**src/rtl/sout_pkg.sv**
```systemverilog
package sout_pkg;

    // Number of serial-clock falls that carry the second (chained) word slot.
    localparam int unsigned CHAIN_SLOT = 14;

    // Edge events derived from the host and start pins in one system cycle.
    typedef struct packed {
        logic start_fall;
        logic cs_fall;
        logic cs_rise;
        logic sclk_fall;
    } pin_evt_t;

    // Lane register update selected in one cycle.
    typedef enum logic [1:0] {
        LN_HOLD   = 2'd0,
        LN_NEW    = 2'd1,
        LN_RELOAD = 2'd2,
        LN_SHIFT  = 2'd3
    } lane_op_t;

    // Width of a full chained frame for a given word width.
    function automatic int unsigned frame_width(input int unsigned word_w);
        return word_w + CHAIN_SLOT;
    endfunction

endpackage

```
**src/rtl/sout_edge.sv**
```systemverilog
module sout_edge
    import sout_pkg::*;
(
    input  logic     clk,
    input  logic     conv_start_n,
    input  logic     cs_n,
    input  logic     sclk,
    output pin_evt_t evt
);
    // Previous samples follow the pins even during reset so no false edge
    // is seen when reset is released.
    logic start_q;
    logic cs_q;
    logic sclk_q;

    always_ff @(posedge clk) begin
        start_q <= conv_start_n;
        cs_q    <= cs_n;
        sclk_q  <= sclk;
    end

    always_comb begin
        evt.start_fall = start_q & ~conv_start_n;
        evt.cs_fall    = cs_q & ~cs_n;
        evt.cs_rise    = ~cs_q & cs_n;
        evt.sclk_fall  = sclk_q & ~sclk;
    end
endmodule

```
**src/rtl/sout_conv_timer.sv**
```systemverilog
module sout_conv_timer #(
    parameter int unsigned CONV_CYCLES = 20
) (
    input  logic clk,
    input  logic rst,
    input  logic start,
    output logic busy,
    output logic done
);
    localparam int unsigned CW = $clog2(CONV_CYCLES + 1);
    localparam logic [CW-1:0] LOAD_VAL = CW'(CONV_CYCLES - 1);

    logic [CW-1:0] remain;

    assign done = busy && (remain == '0);

    always_ff @(posedge clk) begin
        if (rst) begin
            busy   <= 1'b0;
            remain <= '0;
        end else if (!busy) begin
            if (start) begin
                busy   <= 1'b1;
                remain <= LOAD_VAL;
            end
        end else if (done) begin
            busy <= 1'b0;
        end else begin
            remain <= remain - 1'b1;
        end
    end
endmodule

```
**src/rtl/sout_lane.sv**
```systemverilog
module sout_lane
    import sout_pkg::*;
#(
    parameter int unsigned DATA_W = 12
) (
    input  logic              clk,
    input  logic              rst,
    input  lane_op_t          op,
    input  logic [DATA_W-1:0] own_in,
    input  logic [DATA_W-1:0] other_in,
    output logic              bit_out
);
    localparam int unsigned FRAME_W = frame_width(DATA_W);

    logic [DATA_W-1:0]  own_q;
    logic [DATA_W-1:0]  other_q;
    logic [FRAME_W-1:0] shreg;

    // Own word on top, then the chain slot: zero pad followed by the other word.
    function automatic logic [FRAME_W-1:0] build_frame(
        input logic [DATA_W-1:0] first_w,
        input logic [DATA_W-1:0] second_w
    );
        return (FRAME_W'(first_w) << CHAIN_SLOT) | FRAME_W'(second_w);
    endfunction

    always_ff @(posedge clk) begin
        if (rst) begin
            own_q   <= '0;
            other_q <= '0;
            shreg   <= '0;
        end else begin
            case (op)
                LN_NEW: begin
                    own_q   <= own_in;
                    other_q <= other_in;
                    shreg   <= build_frame(own_in, other_in);
                end
                LN_RELOAD: shreg <= build_frame(own_q, other_q);
                LN_SHIFT:  shreg <= {shreg[FRAME_W-2:0], 1'b0};
                default:   shreg <= shreg;
            endcase
        end
    end

    assign bit_out = shreg[FRAME_W-1];
endmodule

```
**src/rtl/dual_serial_out.sv**
```systemverilog
module dual_serial_out
    import sout_pkg::*;
#(
    parameter int unsigned DATA_W      = 12,
    parameter int unsigned CONV_CYCLES = 20
) (
    input  logic              clk,
    input  logic              rst,
    input  logic              conv_start_n,
    input  logic [DATA_W-1:0] res_a,
    input  logic [DATA_W-1:0] res_b,
    input  logic              cs_n,
    input  logic              sclk,
    output logic              busy,
    output logic              dout_a,
    output logic              doe_a,
    output logic              dout_b,
    output logic              doe_b
);
    localparam int unsigned N_LANES = 2;

    pin_evt_t evt;
    logic     conv_done;
    logic     oe_q;
    lane_op_t lane_op;

    logic [DATA_W-1:0] words   [N_LANES];
    logic              lane_bit[N_LANES];

    assign words[0] = res_a;
    assign words[1] = res_b;

    sout_edge u_edge (
        .clk          (clk),
        .conv_start_n (conv_start_n),
        .cs_n         (cs_n),
        .sclk         (sclk),
        .evt          (evt)
    );

    sout_conv_timer #(
        .CONV_CYCLES (CONV_CYCLES)
    ) u_timer (
        .clk   (clk),
        .rst   (rst),
        .start (evt.start_fall),
        .busy  (busy),
        .done  (conv_done)
    );

    // New results win over a select-driven reload; a fall of the serial clock
    // in the same cycle as the select fall is dropped; conversion blocks shifts.
    always_comb begin
        if (conv_done)
            lane_op = LN_NEW;
        else if (evt.cs_fall)
            lane_op = LN_RELOAD;
        else if (evt.sclk_fall && !cs_n && !busy)
            lane_op = LN_SHIFT;
        else
            lane_op = LN_HOLD;
    end

    always_ff @(posedge clk) begin
        if (rst)
            oe_q <= 1'b0;
        else
            oe_q <= ~cs_n;
    end

    for (genvar g = 0; g < N_LANES; g++) begin : g_lane
        sout_lane #(
            .DATA_W (DATA_W)
        ) u_lane (
            .clk      (clk),
            .rst      (rst),
            .op       (lane_op),
            .own_in   (words[g]),
            .other_in (words[N_LANES-1-g]),
            .bit_out  (lane_bit[g])
        );
    end

    assign doe_a  = oe_q;
    assign doe_b  = oe_q;
    assign dout_a = oe_q & lane_bit[0];
    assign dout_b = oe_q & lane_bit[1];
endmodule

```
**config.mk**
```make
export PLATFORM = sky130hd
export DESIGN_NAME = dual_serial_out
export DESIGN_NICKNAME = d
export VERILOG_FILES = /design/src/rtl/sout_pkg.sv /design/src/rtl/sout_edge.sv /design/src/rtl/sout_conv_timer.sv /design/src/rtl/sout_lane.sv /design/src/rtl/dual_serial_out.sv
export SDC_FILE = /design/constraint.sdc
export NUM_CORES = 1
export LEC_CHECK = 0
export BUFFER_PORTS_ARGS = -buffer_cell sky130_fd_sc_hd__buf_2
export CORE_ASPECT_RATIO = 1.1
export CORE_MARGIN = 10
export CORE_UTILIZATION = 60
export DETAILED_ROUTE_END_ITERATION = 8
export GPL_TIMING_DRIVEN = 0
export PLACE_DENSITY = 0.79
export SLEW_MARGIN = 20
export SYNTH_ARGS = -nofsm -noshare
export SYNTH_HDL_FRONTEND = slang
export SYNTH_SLANG_ARGS = --single-unit
```
**constraint.sdc**
```tcl
create_clock -name clk -period 3.11 [get_ports clk]
set_input_delay 0.311 -clock clk [delete_from_list [all_inputs] [get_ports clk]]
set_output_delay 0.311 -clock clk [all_outputs]
set_load 0.02 [all_outputs]
```
==> reports/qor.txt, run 1 <==
CP Max Fanout: 10
status: complete, no violations
hold buffers post-CTS: 0
critical path data arrival time: 2.38 ns
layout cells sized above 1: 19.5%
clock-pin slew on the worst setup and hold paths: 0.08 ns
Post CTS Setup Buffer Count: 0
Critical Path Slowest Stage Cell: o211ai_4
Worst Path Required: 3.36 ns
dpl cells: 508
root buffer cell: clkbuf_8
drt wl/cell: 17.3 um
count of cell types in the netlist: 38
average size of a mapped cell: 8.92 um2
xor/xnor share of the synthesized area: 0.246%
largest family of logic cells by synthesized area: compound AO/OA/AOI/OAI gates
GR Overflow Total: 0
Final Wtd Congestion: 0.827
maximum root-to-sink buffer count: 2
CTS tree: yes
clock skew: 0.00714 ns
mux contribution to synthesized area: 0%
Vias/cell: 6.06
H-tree depth: 3
area of the core: 5770 um2
adder-cell share of the synthesized area: 0.352%
CP max stage delay: 0.41 ns
Leak: 1.49 nW
Multi-input gate area: 1630 um2
area delta synth->final: 14.2%
number of clock sinks: 86
count of final setup violators: 0
number of max-cap violations: 0
final setup TNS: 0 ns
routed wl met3: 586 um
Final Non-Filler Cells: 524
Clock Latency Late Sink: 0.35 ns
Net count, final: 472
Crit path top cell by count: buf_6
period utilization: 68.5%
CP endpoint kind: flop
DRC viols: 0
I/O Buffers: 32
first-pass GRT wire length: 15,100 um
crit path kind: flop to flop
vias in the first global route: 3,196
post-synth top area share: 48.4%
Vias: 3,176
All-Layer GR Usage: 19.8%
Max Fclk: 469 MHz
hpwl dp: 6210 um
Area contributors post-synth: dfxtp_1 48%, a311oi_1 9.8%, nand2_1 9.8%, nor2_1 5.6%, o211ai_2 4.6%
RSZ-0062 raised after global routing: false
Antenna Nets Post-Route: 0
Max VDD drop: 0.000447 V
Syn Inst Count: 399
Std-Cell Rows: 29
FF+latch count, synth: 86
post-cts gate resize count: 0
CP Cell Sequence: inv_1 > ha_1 > or3b_1 > buf_6 > o211ai_4 > buf_6 > nor2_1 > a311oi_1
I/O pin total: 34
Least-Margin Pin Slew: 0.756 ns
Slew headroom: 49.6%
Hold Path Class: primary input to flop
Die Wd: 93.4 um
Pwr Density: 636 nW/um2
Post-Route M1 WL: 3780 um
initial drt markers: 245
die height: 101 um
final wirelength: 9050 um
highest metal used: met4
sequential share of the synthesized area: 48.4%
final max-slew violation count: 0
Startpoint Class: flop
Initial Utilization: 61.7%
Synthesized Nets: 429
1st-pass router iterations: 5
CP Buf/Inv Count: 3
total CTS buffers: 9
r2r setup slk: 0.98 ns
Die ar.: 9410 um2
mapped cell area: 3560 um2
fillers: 464
initial antenna violation count: 0
ANT cells: 0
Compound-Gate Fraction of Synth Area: 26.4%
storage element area: 1720 um2
cell family with most CP delay: compound AO/OA/AOI/OAI gates
Synth Area in Simple Gates: 18.8%
Synth area leader: dfxtp_1
synth warn: 0
Final min period: 2.13 ns
largest net degree at the start of global routing: 14
Final Hold Fails: 0
Met2 Wirelength: 4450 um
==> routing by layer <==
metal  up-vias  global-route usage, %
met5         -                      0
met1      1498                   22.9
li1       1519                      -
met2       133                   33.9
met4         0                   9.26
met3        26                   4.47
==> final timing paths <==
path                                                from                                     end  depth (start not counted)
setup / recovery          u_timer.remain[0]$_SDFFE_PP0P_  g_lane[1].u_lane.shreg[4]$_SDFFE_PP0P_                          8
hold reg to reg   g_lane[0].u_lane.own_q[3]$_SDFFE_PP0N_  g_lane[0].u_lane.own_q[3]$_SDFFE_PP0N_                          2
hold / removal                              conv_start_n                  u_edge.start_q$_DFF_P_                          1
setup reg to reg          u_timer.remain[0]$_SDFFE_PP0P_  g_lane[1].u_lane.shreg[4]$_SDFFE_PP0P_                          8
==> cell usage after synthesis (all sizes together) <==
library cell	number
clkbuf	11
or2	2
nand2b	1
or4b	1
or3b	1
nor2b	2
nand2	93
nor3	1
o22ai	1
a311oi	45
or3	2
inv	3
a211oi	3
o221ai	1
ha	1
o21ai	3
buf	22
o2bb2a	1
a22oi	5
nor2	55
o21a	1
o211ai	24
and2	4
dfxtp	86
or2b	1
xor2	1
o211a	1
a21oi	26
a221oi	1
==> cells in the final DEF (no fill, tap or decap), types with 2 or more instances in the layout <==
cell       instances
o211ai_1          10
buf_6              7
a21oi_1           26
nor2b_1            2
and2_1             4
clkbuf_1          12
a311oi_1          40
a311oi_2           5
or3_1              2
buf_2             42
or2_1              2
inv_1              3
nor2_1            53
a22oi_1            5
a211oi_1           3
buf_1              4
o21ai_0            3
o211ai_2          13
clkbuf_8          11
bufinv_16          3
nand2_1           93
dfxtp_1           86
==> logic make-up (layout without fill, tap and decap cells) <==
family / count (synthesis) / in the layout
XOR/XNOR: 1 / 1
adder cells (fa/ha/maj): 1 / 1
buffers and inverters: 36 / 84
flip-flops: 86 / 86
AO/OA/AOI/OAI: 112 / 112
AND/OR/NAND/NOR: 163 / 163
==> report_power, final <==
part,internal [W],switching [W],total (W),leakage [nW]
logic,0.000151,0.000223,0.000374,0.664
clock network,0.000579,0.000385,0.000964,0.124
registers,0.00119,0.0000530,0.00125,0.706
total,0.00192,0.000661,0.00258,1.49
==> stage by stage <==
| stage | instance area [um2] | power (W) | util, % | hold slack [ns] | worst slack, ns |
|---|---|---|---|---|---|
| after floorplan | 3560 | 0.00154 | - | 0.339 | 1.21 |
| after CTS | 4060 | 0.00259 | 70.4 | 0.0645 | 0.989 |
| after global placement | 3810 | 0.00163 | 66.1 | 0.428 | 1.02 |
| after global routing | 4060 | 0.00269 | 70.4 | 0.0652 | 0.817 |
| after detailed placement | 3810 | 0.00164 | 66.1 | 0.431 | 0.993 |
| final | 4060 | 0.00258 | 70.4 | 0.0726 | 0.980 |
==> flip-flops by register name, summed over array words and instances (netlist names) <==
name,cells
g_lane.u_lane.shreg,52
g_lane.u_lane.other_q,12
g_lane.u_lane.own_q,12
u_edge.cs_q,1
u_edge.start_q,1
doe_a,1
u_timer.busy,1
u_edge.sclk_q,1
u_timer.remain,5
==> cell type report <==
type | instances | share of cell area [%]
well taps | 77 | 2.37
multi-input cells | 277 | 40.1
clock buffers | 13 | 3.91
flip-flops and latches | 86 | 42.4
plain buffers | 33 | 4.77
inverters | 3 | 0.277
repair buffers | 32 | 3.94
clock inverters | 3 | 2.22
No activity file was read; power rests on OpenSTA's default activity.
==> inputs of run 2 (changes only) <==
--- a/config.mk
+++ b/config.mk
@@ -8,10 +8,10 @@
 export BUFFER_PORTS_ARGS = -buffer_cell sky130_fd_sc_hd__buf_2
 export CORE_ASPECT_RATIO = 1.1
 export CORE_MARGIN = 10
-export CORE_UTILIZATION = 60
+export CORE_UTILIZATION = 58
 export DETAILED_ROUTE_END_ITERATION = 8
 export GPL_TIMING_DRIVEN = 0
-export PLACE_DENSITY = 0.79
+export PLACE_DENSITY = 0.76
 export SLEW_MARGIN = 20
 export SYNTH_ARGS = -nofsm -noshare
 export SYNTH_HDL_FRONTEND = slang
==> constraint.sdc (replaced) <==
create_clock -name clk -period 2 [get_ports clk]
set_input_delay 0.2 -clock clk [delete_from_list [all_inputs] [get_ports clk]]
set_output_delay 0.2 -clock clk [all_outputs]
set_load 0.02 [all_outputs]
==> run 2 against run 1 <==
Fmax rose by 8.9%. Sequential cell count did not move. Routed wire length rose by 6.4%. Utilization rose by 1.2 points. Critical path depth increased by 1. Clock skew grew 0.0014 ns. Largest cell class unchanged.
==> reports/qor.txt, run 2 (synthesized netlist as in run 1, its figures left out) <==
R2R Path End: g_lane[0].u_lane.shreg[10]$_SDFFE_PP0P_
Startpoint Class: flop
top flop regs: g_lane.u_lane.shreg x52, g_lane.u_lane.other_q x12, g_lane.u_lane.own_q x12
fillers: 461 (-0.65%)
critical path data arrival time: 2.21 ns (-0.17 ns)
Slew headroom: 55.0% (+5.4 points)
All-Layer GR Usage: 19.7% (-0.18 points)
final max-slew violation count: 0 (unchanged)
I/O Buffers: 32 (unchanged)
GR Overflow Total: 0 (unchanged)
Vias/cell: 6.02 (-0.67%)
vias in the first global route: 3,204 (+0.25%)
Clock Latency Late Sink: 0.35 ns (about the same)
1st-pass router iterations: 7 (+2)
Leak: 1.57 nW (+5.0%)
maximum root-to-sink buffer count: 2 (unchanged)
number of max-cap violations: 0 (unchanged)
Vias: 3,227 (+1.6%)
dpl cells: 508 (unchanged)
Max VDD drop: 0.000628 V (+41%)
most frequent cells in the layout: 93 x nand2_1, 83 x dfxtp_1, 53 x nor2_1
total CTS buffers: 9 (unchanged)
status: complete, no violations
clock skew: 0.00854 ns (+0.00140 ns)
CTS tree: yes
period utilization: 97.9% (+29 points)
r2r setup slk: 0.04 ns (-0.94 ns)
area delta synth->final: 18.4%
CP startpoint: u_timer.remain[0]$_SDFFE_PP0P_
largest net degree at the start of global routing: 15 (+1)
hpwl dp: 6340 um (+2.0%)
RSZ-0062 raised after global routing: true
Antenna Nets Post-Route: 0 (unchanged)
Final Hold Fails: 0 (unchanged)
CP Capture Point: g_lane[0].u_lane.shreg[10]$_SDFFE_PP0P_
Pwr Density: 913 nW/um2 (+44%)
count of final setup violators: 0 (unchanged)
Std-Cell Rows: 29 (unchanged)
Hold Path Class: primary input to flop
layout cells sized above 1: 24.0% (+4.5 points)
Net count, final: 484 (+2.5%)
Least-Margin Pin Slew: 0.675 ns (-0.0816 ns)
number of clock sinks: 86 (unchanged)
CP Max Fanout: 10 (unchanged)
CP Cell Sequence: inv_2 > ha_4 > or3b_1 > buf_6 > o211ai_4 > buf_12 > buf_6 > nor2_1 > a311oi_1
Top reg by flops: g_lane.u_lane.shreg
Final Wtd Congestion: 0.836 (+1.1%)
first-pass GRT wire length: 15,300 um (+1.5%)
drt wl/cell: 18.0 um (+4.0%)
Final Non-Filler Cells: 536 (+2.3%)
R2R depth: 9 (+1)
Critical Path Slowest Stage Cell: or3b_1
Initial Utilization: 60.5% (-1.1 points)
clock-pin slew on the worst setup and hold paths: 0.09 ns (about the same)
Max Fclk: 511 MHz (+8.9%)
ANT cells: 0 (unchanged)
Final min period: 1.96 ns (-0.173 ns)
number of flip-flops in the largest register: 52 (unchanged)
fin util: 71.6% (+1.2 points)
Crit path top cell by count: buf_6
H-tree depth: 3 (unchanged)
CP max stage delay: 0.35 ns (-0.06 ns)
Die ar.: 9670 um2 (+2.7%)
I/O pin total: 34 (unchanged)
initial antenna violation count: 0 (unchanged)
Die Wd: 94.7 um (+1.3%)
final wirelength: 9630 um (+6.4%)
root buffer cell: clkbuf_8
Worst Path Required: 2.25 ns (-1.11 ns)
Hold Path Depth: 2 (+1)
DRC viols: 0 (unchanged)
initial drt markers: 213 (-13%)
most common cell after layout, fill and taps aside: nand2_1
die height: 102 um (+1.4%)
Worst R2R Start: u_timer.remain[0]$_SDFFE_PP0P_
crit path kind: flop to flop
CP endpoint kind: flop
area of the core: 5880 um2 (+1.9%)
## run 2: layout make-up
cell class	instances	area [um2]	area share, %
clock inverter	6	61.3	1.46
inverter	3	11.3	0.267
clock buffer	10	138	3.27
timing repair buffer	45	293	6.95
tap	77	96.3	2.29
buffer	32	234	5.56
sequential	86	1730	41.0
multi-input combinational	277	1650	39.2
## run 2: critical path, delay by kind of cell, from the launching register on
family	cells	cell delay (ns)
buffers and inverters	4	0.52
AND/OR/NAND/NOR	2	0.41
adder cells (fa/ha/maj)	1	0.13
AO/OA/AOI/OAI	2	0.46
flip-flops	1	0.34
## run 2: metal layers
| layer | vias to the layer above | GRT usage (%) | wire length, um |
|---|---|---|---|
| li1 | 1542 | - | - |
| met1 | 1543 | 23.9 | 4040 |
| met2 | 124 | 33.4 | 4820 |
| met3 | 18 | 4.25 | 600 |
| met4 | 0 | 7.14 | 161 |
| met5 | - | 0 | 0 |
## run 2: timing repair
action                                  in CTS  in global routing
pin swaps                                    3                  7
hold endpoints to repair                     3                  0
resized for setup                           10                 15
endpoints found under the setup margin      68                 57
setup buffers                                2                  7
cloned                                       0                  2
hold buffers                                 3                  0
## run 2: where the power goes
group | switching, W | internal, W | leakage (nW)
Sequential | 0.0000851 | 0.00186 | 0.707
Clock | 0.000615 | 0.000607 | 0.102
Combinational | 0.000379 | 0.000302 | 0.759
Total | 0.00108 | 0.00277 | 1.57
## run 2: worst min-delay path by stage
stage                             from                     end  slack [ns]
after detailed placement  conv_start_n  u_edge.start_q$_DFF_P_        0.32
after global placement    conv_start_n  u_edge.start_q$_DFF_P_        0.32
after CTS                         cs_n        doe_a$_SDFF_PP0_        0.03
after global routing              cs_n        doe_a$_SDFF_PP0_        0.04
final                             cs_n        doe_a$_SDFF_PP0_        0.03
after floorplan                   cs_n     u_edge.cs_q$_DFF_P_        0.23
## run 2: metrics by stage
step	cell area, um2	hold slack [ns]	setup TNS, ns	power (W)	setup WS, ns
6_report	4210	0.0327	0	0.00384	0.0430
5_1_grt	4210	0.0379	-0.111	0.00399	-0.0337
4_1_cts	4100	0.0325	0	0.00378	0.00339
3_5_place_dp	3810	0.319	-5.07	0.00256	-0.136
3_3_place_gp	3810	0.318	-3.51	0.00253	-0.0826
2_1_floorplan	3560	0.228	0	0.00239	0.100
==> inputs of run 3 (changes only) <==
--- a/config.mk
+++ b/config.mk
@@ -6,12 +6,15 @@
 export NUM_CORES = 1
 export LEC_CHECK = 0
 export BUFFER_PORTS_ARGS = -buffer_cell sky130_fd_sc_hd__buf_2
+export CELL_PAD_IN_SITES_DETAIL_PLACEMENT = 0
+export CELL_PAD_IN_SITES_GLOBAL_PLACEMENT = 1
 export CORE_ASPECT_RATIO = 1.1
 export CORE_MARGIN = 10
-export CORE_UTILIZATION = 58
+export CORE_UTILIZATION = 44
 export DETAILED_ROUTE_END_ITERATION = 8
 export GPL_TIMING_DRIVEN = 0
 export PLACE_DENSITY = 0.76
+export REMOVE_ABC_BUFFERS = 1
 export SLEW_MARGIN = 20
 export SYNTH_ARGS = -nofsm -noshare
 export SYNTH_HDL_FRONTEND = slang
==> run 3 against run 2 <==
Utilization fell by 16 points. Final cell count rose by 3.2%. Power rose by 2.6%. Global-route usage fell by 5.0 points. Hold slack improved by 0.026 ns. Critical path depth fell by 2. Sequential share of layout area fell by 1.5 points. Non-clock buffer count fell by 17. Critical path type unchanged. Largest cell class is now multi-input combinational cells.
==> reports/qor.txt, run 3 (synthesized netlist as in run 1, its figures left out) <==
status: complete, no violations
final wirelength: 9230 um (-4.1%)
Max Fclk: 509 MHz (-0.43%)
Met2 Wirelength: 4210 um (-13%)
Vias/cell: 5.45 (-9.4%)
number of max-cap violations: 0 (unchanged)
hpwl dp: 4950 um (-22%)
Slew headroom: 66.4% (+11 points)
area of the core: 7910 um2 (+35%)
Antenna Nets Post-Route: 0 (unchanged)
Hold Path Class: primary input to flop
fillers: 748 (+62%)
Die ar.: 12,100 um2 (+25%)
Multi-input gate area: 1750 um2 (+5.8%)
CP endpoint kind: flop
Net count, final: 471 (-2.7%)
Clock Latency Late Sink: 0.36 ns (about the same)
Final Hold Fails: 0 (unchanged)
CP Max Fanout: 13 (+3)
initial drt markers: 172 (-19%)
number of clock sinks: 86 (unchanged)
Final Non-Filler Cells: 553 (+3.2%)
most frequent cells in the layout: 92 x nand2_1, 84 x dfxtp_1, 51 x nor2_1
CTS tree: yes
Final Wtd Congestion: 0.732 (-12%)
Final Hold Slack: 0.0591 ns (+0.0264 ns)
count of final setup violators: 0 (unchanged)
fin util: 55.2% (-16 points)
highest metal used: met4
I/O pin total: 34 (unchanged)
storage element area: 1720 um2 (about the same)
Startpoint Class: flop
Post-Route M1 WL: 4490 um (+11%)
Least-Margin Pin Slew: 0.504 ns (-0.170 ns)
All-Layer GR Usage: 14.6% (-5.0 points)
RSZ-0062 raised after global routing: true
Top reg by flops: g_lane.u_lane.shreg
maximum root-to-sink buffer count: 2 (unchanged)
period utilization: 98.3% (+0.42 points)
Vias: 3,015 (-6.6%)
root buffer cell: clkbuf_8
Std-Cell Rows: 34 (+17%)
top flop regs: g_lane.u_lane.shreg x52, g_lane.u_lane.other_q x12, g_lane.u_lane.own_q x12
die height: 114 um (+12%)
clock skew: 0.00897 ns (+0.000429 ns)
Worst Path Required: 2.27 ns (+0.02 ns)
drt wl/cell: 16.7 um (-7.1%)
critical path data arrival time: 2.23 ns (+0.02 ns)
I/O Buffers: 33 (+3.1%)
Die Wd: 106 um (+12%)
number of flip-flops in the largest register: 52 (unchanged)
first-pass GRT wire length: 14,400 um (-5.7%)
most common cell after layout, fill and taps aside: nand2_1
Max VDD drop: 0.000442 V (-30%)
ANT cells: 0 (unchanged)
total power: 0.00395 W (+2.6%)
dpl cells: 512 (+0.79%)
total CTS buffers: 9 (unchanged)
crit path kind: flop to flop
layout cells sized above 1: 26.1% (+2.1 points)
DRC viols: 0 (unchanged)
Final min period: 1.97 ns (+0.00839 ns)
vias in the first global route: 2,918 (-8.9%)
final max-slew violation count: 0 (unchanged)
area delta synth->final: 22.7%
largest net degree at the start of global routing: 44 (+29)
1st-pass router iterations: 4 (-3)
initial antenna violation count: 0 (unchanged)
clock-pin slew on the worst setup and hold paths: 0.08 ns (about the same)
routed wl met3: 380 um (-37%)
final setup TNS: 0 ns (unchanged)
Pwr Density: 904 nW/um2 (-1.0%)
H-tree depth: 3 (unchanged)
GR Overflow Total: 0 (unchanged)
Initial Utilization: 45.0% (-16 points)
Leak: 1.57 nW (+0.44%)
-- run 3: where the power goes --
group	switching (W)	internal [W]	total (W)
sequential	0.0000810	0.00186	0.00194
clock	0.000606	0.000671	0.00128
combinational	0.000399	0.000332	0.000731
-- run 3: critical path: stages, from the launching register on --
cell,delay (ns)
dfxtp_2,0.33
inv_2,0.07
ha_4,0.13
or3b_4,0.46
o211ai_4,0.37
buf_6,0.22
nor2_1,0.05
a311oi_1,0.23
-- run 3: per-stage QoR --
step / area, um2 / setup WS (ns)
after floorplan: 3360 / -0.540
after global placement: 3660 / -1.11
after detailed placement: 3800 / -0.404
after CTS: 4160 / 0.00682
after global routing: 4370 / -0.0191
final: 4370 / 0.0346
-- run 3: final cells by class --
type                    instances  area share (%)
repair buffers                 60            12.3
multi-input cells             281            40.1
clock buffers                  12            3.78
clock inverters                 3           0.974
inverters                       3           0.258
well taps                     108            3.09
flip-flops and latches         86            39.5
-- run 3: metal layers --
| layer | track usage [%] | up-vias |
|---|---|---|
| li1 | - | 1521 |
| met1 | 19.3 | 1429 |
| met2 | 22.4 | 51 |
| met3 | 3.32 | 14 |
| met4 | 6.50 | 0 |
| met5 | 0 | - |
-- run 3: worst paths after layout --
path | start | end | slack, ns | depth (start not counted)
worst max-delay path | u_timer.remain[1]$_SDFFE_PP0P_ | g_lane[0].u_lane.shreg[5]$_SDFFE_PP0P_ | 0.03 | 7
worst min-delay path | cs_n | doe_a$_SDFF_PP0_ | 0.06 | 2
worst max register to register | u_timer.remain[1]$_SDFFE_PP0P_ | g_lane[0].u_lane.shreg[5]$_SDFFE_PP0P_ | 0.03 | 7
worst min register to register | g_lane[0].u_lane.own_q[0]$_SDFFE_PP0N_ | g_lane[0].u_lane.own_q[0]$_SDFFE_PP0N_ | 0.46 | 2
-- run 3: what timing repair did --
item,in CTS,in global routing
buffers inserted,7,9
hold buffers,3,0
resized for setup,4,22
endpoints found under the hold margin,3,0
setup endpoints to repair,72,50
gates cloned,4,3
pin swaps,4,15
